[src/rtl/penc_pkg.sv]
// Package: shared types for the request encoder.
// Holds the mode encoding used by the top and the checker.
package penc_pkg;

    typedef enum logic {
        ENC_PRIO = 1'b0,
        ENC_EXCL = 1'b1
    } enc_mode_e;

endpackage

[src/rtl/penc_scan.sv]
// Module: penc_scan
// Finds the highest-numbered set bit of the request vector.
// Assumes NUM_REQ >= 2. When no bit is set, idx_o is 0.
module penc_scan #(
    parameter int NUM_REQ = 4,
    localparam int IDX_W  = $clog2(NUM_REQ)
) (
    input  logic [NUM_REQ-1:0] req_i,
    output logic [IDX_W-1:0]   idx_o
);

    // Walk upward so that the last set bit seen (the highest) wins.
    always_comb begin
        idx_o = '0;
        for (int k = 0; k < NUM_REQ; k++) begin
            if (req_i[k]) begin
                idx_o = IDX_W'(k);
            end
        end
    end

endmodule

[src/rtl/penc_single.sv]
// Module: penc_single
// Detects a request vector with exactly one bit set.
// Uses the clear-lowest-bit identity, so no population count is needed.
module penc_single #(
    parameter int NUM_REQ = 4
) (
    input  logic [NUM_REQ-1:0] req_i,
    output logic               one_o
);

    logic [NUM_REQ-1:0] low_cleared;

    // Remove the lowest set bit. The result is zero for at most one bit set.
    always_comb begin
        low_cleared = req_i & (req_i - NUM_REQ'(1));
        one_o       = (req_i != '0) && (low_cleared == '0);
    end

endmodule

[src/rtl/penc_flags.sv]
// Module: penc_flags
// Produces the request-present and request-absent flags.
// Independent of the encoding mode.
module penc_flags #(
    parameter int NUM_REQ = 4
) (
    input  logic [NUM_REQ-1:0] req_i,
    output logic               any_o,
    output logic               none_o
);

    // OR-reduce the requests and drive both polarities.
    always_comb begin
        any_o  = |req_i;
        none_o = ~(|req_i);
    end

endmodule

[src/rtl/penc_core.sv]
// Module: penc_core (top)
// Combinational request encoder with a priority mode and an exclusive mode.
// Assumes the inputs are stable whenever the outputs are consumed. Holds no state.
module penc_core
    import penc_pkg::*;
#(
    parameter int NUM_REQ = 4,
    localparam int IDX_W  = $clog2(NUM_REQ),
    localparam int OUT_W  = $clog2(NUM_REQ + 1)
) (
    input  logic [NUM_REQ-1:0] req_i,
    input  logic               mode_i,
    output logic [OUT_W-1:0]   code_o,
    output logic               any_o,
    output logic               none_o
);

    enc_mode_e        mode;
    logic [IDX_W-1:0] top_idx;
    logic             single;

    // Convert the plain mode pin to the package type.
    always_comb mode = enc_mode_e'(mode_i);

    penc_scan #(.NUM_REQ(NUM_REQ)) scan_i (
        .req_i (req_i),
        .idx_o (top_idx)
    );

    penc_single #(.NUM_REQ(NUM_REQ)) single_i (
        .req_i (req_i),
        .one_o (single)
    );

    penc_flags #(.NUM_REQ(NUM_REQ)) flags_i (
        .req_i  (req_i),
        .any_o  (any_o),
        .none_o (none_o)
    );

    // Choose the code interpretation for the selected mode.
    always_comb begin
        if (mode == ENC_EXCL) begin
            code_o = single ? (OUT_W'(top_idx) + OUT_W'(1)) : '0;
        end else begin
            code_o = OUT_W'(top_idx);
        end
    end

endmodule

[config.mk]
export PLATFORM = sky130hd
export DESIGN_NAME = penc_core
export DESIGN_NICKNAME = d
export VERILOG_FILES = /design/src/rtl/penc_pkg.sv /design/src/rtl/penc_scan.sv /design/src/rtl/penc_single.sv /design/src/rtl/penc_flags.sv /design/src/rtl/penc_core.sv
export SDC_FILE = /design/constraint.sdc
export NUM_CORES = 1
export LEC_CHECK = 0
export ABC_AREA = 1
export BUFFER_PORTS_ARGS = -buffer_cell sky130_fd_sc_hd__buf_2
export CORE_AREA = 2 2 39 41
export DETAILED_ROUTE_END_ITERATION = 7
export DIE_AREA = 0 0 41 43
export GPL_TIMING_DRIVEN = 0
export SYNTH_ARGS = -nofsm -noshare
export SYNTH_HDL_FRONTEND = slang
export SYNTH_SLANG_ARGS = --single-unit
[constraint.sdc]
create_clock -name vclk -period 1.3
set_clock_uncertainty 0.1 [all_clocks]
set_input_delay 0.13 -clock vclk [all_inputs]
set_output_delay 0.13 -clock vclk [all_outputs]
set_load 0.005 [all_outputs]
==> results.sh <==
export IMPL_ir_drop_mv=0.0281
export IMPL_regArea_um2=0
export IMPL_yosys_warnings=0
export IMPL_outcome="complete, no violations"
export IMPL_dpl_cell_area_um2=188
export IMPL_syn_num_nets=32
export IMPL_worst_slew_pin_slew_ns=0.134
export IMPL_setup_tns_ns=0
export IMPL_grt_ovfl_total=0
export IMPL_relSlewSlack_pct=91.0
export IMPL_powerDensity_mw_per_mm2=282
export IMPL_synth_area_um2=118
export IMPL_drv_slew=0
export IMPL_syn_area_per_cell_um2=4.52
export IMPL_crit_chain="buf_8 -> nor2_4 -> inv_2 -> ha_4 -> nand2_1 -> nand3b_1 -> nand2_1 -> buf_2"
export IMPL_grt_pass1_wl_um=579
export IMPL_nets=44
export IMPL_post_cts_buffers=0
export IMPL_startpoint_type="input pin"
export IMPL_avgRoutedWirePerCell_um=7.65
export IMPL_dp_hpwl_um=272
export IMPL_cpLargestDelayFamily="simple AND/OR/NAND/NOR gates"
export IMPL_die_h_um=43
export IMPL_track_usage_pct=4.30
export IMPL_vias=175
export IMPL_hold_viol_final=0
export IMPL_seq_cell_count=0
export IMPL_cp_max_fo=3
export IMPL_finalCoreUtilization_pct=16.4
export IMPL_synth_seq_area_share_pct=0
export IMPL_io_pins=10
export IMPL_grt_max_degree=6
export IMPL_n_antenna_cell=0
export IMPL_nClkBuffers=0
export IMPL_final_cells=52
export IMPL_first_pass_iters=1
export IMPL_cp_arrival_ns=1.03
export IMPL_vias_per_cell=3.37
export IMPL_place_inst=52
export IMPL_drv_cap=0
export IMPL_rows=14
export IMPL_port_buffers=10
export IMPL_worstSetupEndpointType="primary output"
export IMPL_core_mm2=0.00138
export IMPL_finalCritPeriodShare_pct=96.6
export IMPL_drt_wl_total_um=398
export IMPL_period_needed_ns=1.26
export IMPL_worstSetupPathType="in -> out"
export IMPL_drive_gt1_share_pct=47.2
export IMPL_drc_errors=0
export IMPL_grt_pass1_vias=167
export IMPL_hold_ws_ns=0.525
export IMPL_drt_antenna_violating_nets=0
export IMPL_crit_slowest_cell="ha_4"
export IMPL_area_delta_synth_final_pct=92.6
export IMPL_syn_inst=26
export IMPL_crit_buf_inv=3
export IMPL_die_area_mm2=0.00176
export IMPL_hold_path_class="in -> out"
export IMPL_place_congestion=0.521
export IMPL_start_util_pct=8.50
export IMPL_drt_initial_drc_count=0
export IMPL_rsz0062_at_grt="true"
export IMPL_max_freq_ghz=0.796
export IMPL_finalSetupViolations=0
export IMPL_worst_path_largest_cell_delay_ns=0.25
export IMPL_crit_required_ns=1.07
export IMPL_final_area_um2=226
export IMPL_crit_top_cell="nand2_1"
export IMPL_p_leak_nw=0.131
export IMPL_synth_distinct_cells=8
export IMPL_die_w_um=41
export IMPL_grt_antenna_before_repair=0
final cells by class:
cell class | count | area [um2]
fillers | 160 | 1160
multi-input cells | 21 | 121
repair buffers | 10 | 66.3
well taps | 16 | 20.0
inverters | 5 | 18.8
final timing paths:
check / startpoint / to / slack, ns / depth (start not counted)
hold / removal: mode_i / code_o[2] / 0.53 / 4
setup / recovery: req_i[3] / code_o[1] / 0.04 / 8
where the power goes:
group / internal, mW / leakage, nW / switching [mW]
clock: 0 / 0 / 0
combinational: 0.0311 / 0.131 / 0.0327
sequential: 0 / 0 / 0
total: 0.0311 / 0.131 / 0.0327
metal layers:
metal	global-route usage (%)	wire length, um
met1	4.11	111
met2	9.38	266
met3	0	19
met4	0	0
met5	0	0
metrics by stage:
stage | setup WS (ns) | total power [mW]
floorplan | 0.265 | 0.0274
global placement | 0.00946 | 0.0485
detailed placement | -0.0123 | 0.0492
CTS | 0.00720 | 0.0511
global route | -0.0306 | 0.0737
finish | 0.0444 | 0.0638
logic make-up after synthesis:
logic type	after synthesis	synth area share (%)
and+or+nand+nor	20	73.4
buffers and inverters	5	16.0
adders and majority gates	1	10.6
cells in the final DEF (no fill, tap or decap), drive strengths merged:
| master | netlist | routed |
|---|---|---|
| ha | 1 | 1 |
| inv | 5 | 5 |
| nand3 | 2 | 2 |
| nand2 | 13 | 13 |
| nand3b | 1 | 1 |
| buf | 0 | 10 |
| nor2 | 4 | 4 |
cell usage after synthesis:
master	instances	share of area (%)
nand3_1	2	8.5
inv_1	5	16
nand2_1	12	38
nand3b_1	1	6.4
nor2_1	3	9.6
nor2_2	1	5.3
ha_1	1	11
nand2_2	1	5.3
repair_timing:
item / in CTS / in global routing
gates resized for setup: 1 / 10
hold buffers: 0 / 0
pin swaps: 0 / 4
endpoints found under the setup margin: 1 / 1
Power figures use the tool's default switching activity.
